## src/rtl/dmac_pkg.sv

```systemverilog
package dmac_pkg;
  typedef enum logic [1:0] {
    CLASH_TRAP  = 2'd0,
    CLASH_SKIP  = 2'd1,
    CLASH_STORE = 2'd2,
    CLASH_RSVD  = 2'd3
  } clash_pol_e;

  localparam int unsigned LANES = 2;
endpackage

```

## src/rtl/dmac_operand_route.sv

```systemverilog
module dmac_operand_route #(
  parameter int unsigned HALF_W = 16,
  localparam int unsigned WORD_W = 2 * HALF_W
) (
  input  logic              swap,
  input  logic [WORD_W-1:0] b_in,
  output logic [WORD_W-1:0] b_out
);
  logic [WORD_W-1:0] rotated;

  assign rotated = (b_in >> HALF_W) | (b_in << (WORD_W - HALF_W));
  assign b_out   = swap ? rotated : b_in;
endmodule

```

## src/rtl/dmac_lane_mul.sv

```systemverilog
module dmac_lane_mul #(
  parameter int unsigned HALF_W = 16,
  localparam int unsigned PROD_W = 2 * HALF_W
) (
  input  logic              clk,
  input  logic              rst,
  input  logic              en,
  input  logic [HALF_W-1:0] a_h,
  input  logic [HALF_W-1:0] b_h,
  output logic [PROD_W-1:0] prod
);
  localparam logic [HALF_W-1:0] MIN_H    = {1'b1, {(HALF_W-1){1'b0}}};
  localparam logic [PROD_W-1:0] MAX_PROD = {2'b01, {(PROD_W-2){1'b0}}};

  logic signed [PROD_W-1:0] a_ext;
  logic signed [PROD_W-1:0] b_ext;

  assign a_ext = PROD_W'($signed(a_h));
  assign b_ext = PROD_W'($signed(b_h));

  always_ff @(posedge clk) begin
    if (rst) begin
      prod <= '0;
    end else if (en) begin
      prod <= a_ext * b_ext;
    end
  end

  // the most negative pair must give the single positive maximum
  assert_corner_product_R10: assert property (@(posedge clk) disable iff (rst)
    (en && a_h == MIN_H && b_h == MIN_H) |=> (prod == MAX_PROD));
endmodule

```

## src/rtl/dmac_idx_check.sv

```systemverilog
module dmac_idx_check #(
  parameter int unsigned IDX_W   = 4,
  parameter int unsigned RESV_IDX = 15
) (
  input  logic [IDX_W-1:0] idx_dlo,
  input  logic [IDX_W-1:0] idx_dhi,
  input  logic [IDX_W-1:0] idx_a,
  input  logic [IDX_W-1:0] idx_b,
  output logic             uses_resv,
  output logic             dest_clash
);
  localparam logic [IDX_W-1:0] RESV = IDX_W'(RESV_IDX);

  assign uses_resv  = (idx_dlo == RESV) || (idx_dhi == RESV) ||
                      (idx_a == RESV)   || (idx_b == RESV);
  assign dest_clash = (idx_dhi == idx_dlo);
endmodule

```

## src/rtl/dmac_accum.sv

```systemverilog
module dmac_accum #(
  parameter int unsigned LANES  = 2,
  parameter int unsigned PROD_W = 32,
  parameter int unsigned ACC_W  = 64
) (
  input  logic                    clk,
  input  logic                    rst,
  input  logic                    en,
  input  logic [LANES*PROD_W-1:0] prods,
  input  logic [ACC_W-1:0]        acc,
  output logic [ACC_W-1:0]        sum
);
  localparam int unsigned EXT_W = ACC_W - PROD_W;

  logic [ACC_W-1:0] sum_next;

  always_comb begin
    sum_next = acc;
    for (int i = 0; i < int'(LANES); i++) begin
      sum_next = sum_next + {{EXT_W{prods[i*PROD_W + PROD_W-1]}},
                             prods[i*PROD_W +: PROD_W]};
    end
  end

  always_ff @(posedge clk) begin
    if (rst) begin
      sum <= '0;
    end else if (en) begin
      sum <= sum_next;
    end
  end
endmodule

```

## src/rtl/dual_mac_unit.sv

```systemverilog
module dual_mac_unit #(
  parameter int unsigned HALF_W   = 16,
  parameter int unsigned IDX_W    = 4,
  parameter int unsigned RESV_IDX = 15,
  localparam int unsigned WORD_W  = 2 * HALF_W,
  localparam int unsigned PROD_W  = 2 * HALF_W,
  localparam int unsigned ACC_W   = 2 * WORD_W
) (
  input  logic              clk,
  input  logic              rst,
  input  logic              in_valid,
  input  logic [WORD_W-1:0] op_a,
  input  logic [WORD_W-1:0] op_b,
  input  logic [WORD_W-1:0] acc_hi,
  input  logic [WORD_W-1:0] acc_lo,
  input  logic              swap,
  input  logic [IDX_W-1:0]  idx_dlo,
  input  logic [IDX_W-1:0]  idx_dhi,
  input  logic [IDX_W-1:0]  idx_a,
  input  logic [IDX_W-1:0]  idx_b,
  input  logic [1:0]        clash_policy,
  output logic              out_valid,
  output logic [WORD_W-1:0] res_hi,
  output logic [WORD_W-1:0] res_lo,
  output logic              wr_en,
  output logic              undef_flag,
  output logic              unpred_flag
);
  import dmac_pkg::*;

  logic [WORD_W-1:0]       b_sel;
  logic [LANES*PROD_W-1:0] prods;
  logic                    uses_resv;
  logic                    dest_clash;

  // stage 1 state
  logic              s1_valid;
  logic [ACC_W-1:0]  s1_acc;
  logic              s1_resv;
  logic              s1_clash;
  clash_pol_e        s1_pol;

  // stage 2 result
  logic [ACC_W-1:0]  s2_sum;

  dmac_operand_route #(.HALF_W(HALF_W)) i_route (
    .swap  (swap),
    .b_in  (op_b),
    .b_out (b_sel)
  );

  for (genvar g = 0; g < int'(LANES); g++) begin : g_lane
    dmac_lane_mul #(.HALF_W(HALF_W)) i_mul (
      .clk  (clk),
      .rst  (rst),
      .en   (in_valid),
      .a_h  (op_a[g*HALF_W +: HALF_W]),
      .b_h  (b_sel[g*HALF_W +: HALF_W]),
      .prod (prods[g*PROD_W +: PROD_W])
    );
  end

  dmac_idx_check #(.IDX_W(IDX_W), .RESV_IDX(RESV_IDX)) i_idx (
    .idx_dlo    (idx_dlo),
    .idx_dhi    (idx_dhi),
    .idx_a      (idx_a),
    .idx_b      (idx_b),
    .uses_resv  (uses_resv),
    .dest_clash (dest_clash)
  );

  always_ff @(posedge clk) begin
    if (rst) begin
      s1_valid <= 1'b0;
      s1_acc   <= '0;
      s1_resv  <= 1'b0;
      s1_clash <= 1'b0;
      s1_pol   <= CLASH_TRAP;
    end else begin
      s1_valid <= in_valid;
      if (in_valid) begin
        s1_acc   <= {acc_hi, acc_lo};
        s1_resv  <= uses_resv;
        s1_clash <= dest_clash;
        s1_pol   <= clash_pol_e'(clash_policy);
      end
    end
  end

  dmac_accum #(.LANES(LANES), .PROD_W(PROD_W), .ACC_W(ACC_W)) i_acc (
    .clk   (clk),
    .rst   (rst),
    .en    (s1_valid),
    .prods (prods),
    .acc   (s1_acc),
    .sum   (s2_sum)
  );

  logic trap_now;
  logic block_now;

  assign trap_now  = s1_clash && (s1_pol == CLASH_TRAP || s1_pol == CLASH_RSVD);
  assign block_now = s1_clash && (s1_pol != CLASH_STORE);

  always_ff @(posedge clk) begin
    if (rst) begin
      out_valid   <= 1'b0;
      wr_en       <= 1'b0;
      undef_flag  <= 1'b0;
      unpred_flag <= 1'b0;
    end else begin
      out_valid   <= s1_valid;
      wr_en       <= s1_valid && !block_now;
      undef_flag  <= s1_valid && trap_now;
      unpred_flag <= s1_valid && (s1_resv || s1_clash);
    end
  end

  assign res_hi = s2_sum[ACC_W-1:WORD_W];
  assign res_lo = s2_sum[WORD_W-1:0];

  // cycles since reset, used to keep the latency check inside its history
  logic [1:0] warm;
  always_ff @(posedge clk) begin
    if (rst) warm <= '0;
    else if (warm != 2'd2) warm <= warm + 2'd1;
  end

  assert_fixed_latency_R7: assert property (@(posedge clk) disable iff (rst)
    (warm == 2'd2) |-> (out_valid == $past(in_valid, 2)));

  assert_idle_quiet_R9: assert property (@(posedge clk) disable iff (rst)
    !out_valid |-> (!wr_en && !undef_flag && !unpred_flag));

  assert_trap_blocks_write_R6: assert property (@(posedge clk) disable iff (rst)
    undef_flag |-> (!wr_en && unpred_flag));

  assert_no_overflow_R3: assert property (@(posedge clk) disable iff (rst)
    (out_valid && !unpred_flag) |-> (wr_en && !undef_flag));
endmodule

```

## config.mk

```make
export PLATFORM = sky130hd
export DESIGN_NAME = dual_mac_unit
export DESIGN_NICKNAME = d
export VERILOG_FILES = /design/src/rtl/dmac_pkg.sv /design/src/rtl/dmac_operand_route.sv /design/src/rtl/dmac_lane_mul.sv /design/src/rtl/dmac_idx_check.sv /design/src/rtl/dmac_accum.sv /design/src/rtl/dual_mac_unit.sv
export SDC_FILE = /design/constraint.sdc
export NUM_CORES = 2
export LEC_CHECK = 0
export ABC_AREA = 1
export ABC_CLOCK_PERIOD_IN_PS = 13150
export BUFFER_PORTS_ARGS = -buffer_cell sky130_fd_sc_hd__clkbuf_2
export CAP_MARGIN = 15
export CORE_ASPECT_RATIO = 0.9
export CORE_MARGIN = 10
export CORE_UTILIZATION = 65
export CTS_CLUSTER_DIAMETER = 60
export DETAILED_ROUTE_END_ITERATION = 7
export PLACE_DENSITY = 0.85
export SETUP_SLACK_MARGIN = 0.15
export SLEW_MARGIN = 20
export SYNTH_ARGS = -nofsm -noshare
export SYNTH_HDL_FRONTEND = slang
export SYNTH_SLANG_ARGS = --single-unit
```

## constraint.sdc

```tcl
create_clock -name clk -period 13.15 [get_ports clk]
set_input_delay 1.9725 -clock clk [delete_from_list [all_inputs] [get_ports clk]]
set_output_delay 1.9725 -clock clk [all_outputs]
set_load 0.005 [all_outputs]
```

# After elaboration in Yosys (flattened, before gate mapping)
# Index checks and enable logic that the tools add are counted.
# totals
ff_bits	201
latchBits	0
ram_bits	0
rom_bits	0
input_bits	150
output_inout_bits	68
word_cells	37
mem_count	0
# op_classes
n_addsub	2
multipliers	2
n_div	0
order_cmp	0
n_eq_ne	7
shifts	0
muxes	1
bitwise_logic	1
reduce_logical	12
# ops
cell	count
$add 64x64->64	2
$mul 16x16->32	2
$mux 32	1
$or 16x32->32	1
$eq 4x4->1 const B	4
$logic_and 1x1->1	5
$logic_or 1x1->1	5
$eq 4x4->1	1
$eq 2x2->1 const B	1
$logic_not 2->1	1
$ne 2x2->1 const B	1
$logic_not 1->1	1

# Logic depth before layout (Yosys ltp)
# logic_depth
depth_word	4
mapped_depth	33
depth_no_buf	30

# Cells and area by module
# From an unflattened synthesis, not the netlist that was laid out.
# unflattened
hier_cells	5512
area_unflattened_um2	37154.4
# modules_own_cells
module	n_inst	cells_each	area_each_um2	seq_area_each_um2
dmac_lane_mul (g_lane[1].i_mul)	1	1636	12049.1	640.6
dmac_lane_mul (g_lane[0].i_mul)	1	1632	12014.0	640.6
dmac_accum	1	1662	9477.8	1281.2
dual_mac_unit	1	448	2994.1	1461.4
dmac_operand_route	1	104	496.7	0.0
dmac_idx_check	1	30	122.6	0.0

# Least setup slack after synthesis
# OpenSTA, ideal clock, no wires.
# synth_path
path_kind	input -> register
from	in swap
to	reg g_lane[0].i_mul.prod[31]
setup_ns	0.125
t_arrival_ns	7.395
t_required_ns	13.025
setup_slack_ns	5.630
stages	26
path_buffers	2
cell_sequence	buf_2 inv_2 buf_2 nand2_1 nand2_1 nor2_1 fa_1 fa_1 fa_1 fa_1 fa_1 inv_1 fa_1 inv_1 ha_1 nand2_1 nor2_1 inv_1 nor2_1 inv_1 nor4_1 nand2_1 nand2_1 nor2_1 nor2_1 nor2_1
# synth_via
elab_chain_len	2
# synth_rtl
element	line	source
start: declaration	dual_mac_unit.sv:16	input logic swap,
$mux 32	dmac_operand_route.sv:12	assign b_out = swap ? rotated : b_in;
$mul 16x16->32	dmac_lane_mul.sv:25	prod <= a_ext * b_ext;
end signal: assignment	dmac_lane_mul.sv:25	
end: declaration	dmac_lane_mul.sv:10	output logic [PROD_W-1:0] prod
# No other way between the ends.
# A chain may end at the register's enable or synchronous reset.

# Worst setup path after layout
# layout_path
from	in swap
to	reg g_lane[1].i_mul.prod[31]
# layout_via
elab_chain_len	2
# layout_rtl
element	line
$mux 32	dmac_operand_route.sv:12
$mul 16x16->32	dmac_lane_mul.sv:25
end signal: assignment	dmac_lane_mul.sv:25
end: declaration	dmac_lane_mul.sv:10
# No other way between the ends.

==> flow_summary.json <==
{
  "ctsHoldBuffers": 0,
  "drt.antenna.violating_nets": 0,
  "placed_cells_incl_taps": 5696,
  "maxClockFrequency_mhz": 118,
  "synth_seq_cells": 201,
  "number_of_global_route_vias_before_repair": 31407,
  "final.setup_skew_ns": 0.0214,
  "numClockSinks": 201,
  "async_flop_share_pct": 0,
  "layout-drive-gt1-share_pct": 7.05,
  "cts_buffer_depth": 3,
  "timing.final.crit_period_ns": 8.46,
  "gp_routability_congestion": 1.03,
  "timing.slew.headroom_pct": 28.2,
  "outcome": "finished clean",
  "die_y_um": 240,
  "drc": 0,
  "grt_usage_pct": 32.9,
  "post-synth-top-count-cell": "inv_1",
  "initial_core_util_pct": 65.7,
  "worstPathMaxFanout": 33,
  "finalNetCount": 5985,
  "clkTransAtPathRegs_ns": 0.07,
  "netlist_top_cells_count": "inv_1, nand2_1, nor2_1, fa_1, ha_1",
  "synth.cell_area_mm2": 0.0349,
  "synthCells": 4889,
  "grt_overflow": 0,
  "number_of_cts_inserted_buffers": 19,
  "synth.top_cell.area_share_pct": 33.8,
  "synthFlopType": "dfxtp_1",
  "synth.yosys.seq_area_share_pct": 11.5,
  "setup_viol_count_final": 0,
  "clkLatencyLatePin_ns": 0.54,
  "vias": 31572,
  "max_cap_violations": 0,
  "grt_max_degree": 98,
  "synth_area_leader_cell": "fa_1",
  "rows": 80,
  "critPathRequiredTime_ns": 13.62,
  "yosysUniqueCellTypes": 48,
  "avgSynthCellArea_um2": 7.13,
  "path_class": "input pin to flop",
  "cts-resized-gates": 0,
  "finalCoreUtilization_pct": 70.0,
  "htree_levels": 1,
  "routed_wire_length_per_instance_um": 18.1,
  "maxSlewViolCount": 0,
  "synth.area.top_cells": "fa_1, inv_1, nand2_1",
  "cp-end-kind": "flop",
  "max_stage_delay_ns": 0.91,
  "timing.critical_path.slowest_stage_cell": "fa_1",
  "cp_data_arrival_time_ns": 8.93,
  "detail_route.vias_per_cell": 5.51,
  "buffers_added_on_ports": 217,
  "cts-root-buf": "clkbuf_16",
  "num_antenna_cells": 0,
  "synth_fp_nets": 5854,
  "dr.first_iter.drc_count": 3240,
  "dp_hpwl_um": 87100,
  "floorplan.die.width_um": 264,
  "flow.area_growth_from_synthesis_pct": 6.46,
  "cp_cell_sequence": "clkbuf_2 > inv_2 > nand2_1 > nand2_1 > nor2_1 > fa_1 > fa_1 > fa_1 > fa_1 > fa_1 > inv_1 > fa_1 > inv_1 > ha_1 > nand2_1 > o21ai_0 > inv_1 > a21oi_1 > nor2_1 > nand2_1 > nand2_1 > nand2_1 > nor2_1 > nor2_1",
  "unrepaired_setup_endpoints_after_global_routing": "false",
  "cts_setup_buffers": 0,
  "tritoncts": "built",
  "finalHoldViolations": 0,
  "wirelength_um": 104000,
  "final_cells": 5729,
  "min-delay-path-class": "flop to flop",
  "number_of_antenna_violations_at_the_first_check_in_global_routing": 1,
  "yosys_warnings": 0,
  "totalNegativeSetupSlack_ns": 0,
  "element_type_at_the_critical_path_start": "input pin",
  "core_area_mm2": 0.0531,
  "ioPinCount": 218,
  "dieArea_mm2": 0.0633,
  "worst-slew-pin-transition_ns": 1.08,
  "drt_first_pass_iters": 6,
  "finished_cell_area_mm2": 0.0371,
  "postPlaceCellArea_mm2": 0.0364,
  "synth-edff-count": 0,
  "final_min_period_over_clock_period_pct": 64.4,
  "grt_pass1_wl_um": 166000
}
placed cells by master (no fill, tap or decap), types with 19 or more instances in the layout:
master / netlist / layout
inv_1: 1104 / 1102
nand2_1: 1079 / 1079
nor2_1: 760 / 760
fa_1: 588 / 588
ha_1: 227 / 227
clkbuf_2: 0 / 215
dfxtp_1: 201 / 198
o21ai_0: 190 / 188
nand3_1: 178 / 178
a21oi_1: 126 / 126
xor2_1: 51 / 51
nand4_1: 44 / 44
nor2_2: 29 / 29
nor3_1: 22 / 22
nand2_2: 21 / 21
xnor2_1: 19 / 19
clkbuf_16: 0 / 19
registers in the layout, summed over array words and instances, names as in the netlist:
| register | count |
|---|---|
| g_lane.i_mul.prod | 64 |
| i_acc.sum | 64 |
| out_valid | 1 |
| s1_acc | 64 |
| s1_clash | 1 |
| s1_pol | 2 |
| s1_resv | 1 |
| s1_valid | 1 |
| undef_flag | 1 |
| unpred_flag | 1 |
| wr_en | 1 |
layer usage:
layer	routed length [um]	vias up	part of all wire, %	global-route usage, %
li1	-	14750	-	-
met1	41900	14989	40	44.4
met2	47200	1545	45	52.9
met3	10300	286	10	5.36
met4	4320	2	4.2	12.0
met5	13	-	0.013	0
logic make-up (layout without fill, tap and decap cells):
kind of cell               count (synthesis)  count (layout)  synth area share, %
DFF                                      201             201                 11.5
and+or+nand+nor                         2176            2176                 25.3
xor gates and xnor gates                  70              70                 1.76
buffers and inverters                   1250            1393                 13.6
adders and majority gates                815             815                 41.9
AOI/OAI and AO/OA                        373             373                 5.75
muxes                                      4               4                0.115
critical path: cells and delay by family:
family	cells	cell delay (ns)
buf+inv	5	1.11
simple gates	10	1.41
compound gates	2	0.51
fa+ha+maj	7	3.91
layout make-up:
type | instances | area, um^2
Tap cell | 697 | 872
Clock buffer | 24 | 524
Timing Repair Buffer | 234 | 1220
Inverter | 1126 | 4230
Sequential cell | 201 | 4030
Fill cell | 4560 | 15900
Multi-Input combinational cell | 3438 | 26100
Clock inverter | 9 | 140
stage by stage:
stage	setup slack [ns]	hold slack (ns)
2_1_floorplan	5.63	0.428
3_3_place_gp	4.19	0.440
3_5_place_dp	4.14	0.462
4_1_cts	4.70	0.471
5_1_grt	4.25	0.494
6_report	4.69	0.470
path summary, 6_finish.rpt:
check / depth (start not counted) / to / startpoint / slack [ns]
worst min-delay path: 2 / s1_pol[0] / s1_pol[0] / 0.47
worst max-delay path: 24 / g_lane[1].i_mul.prod[31] / swap / 4.69
worst min register to register: 2 / s1_pol[0] / s1_pol[0] / 0.47
worst max register to register: 13 / i_acc.sum[58] / g_lane[1].i_mul.prod[31] / 9.40
Power is not shown: default switching activity piles up to over one toggle a cycle in this logic, so the estimate is an artifact.
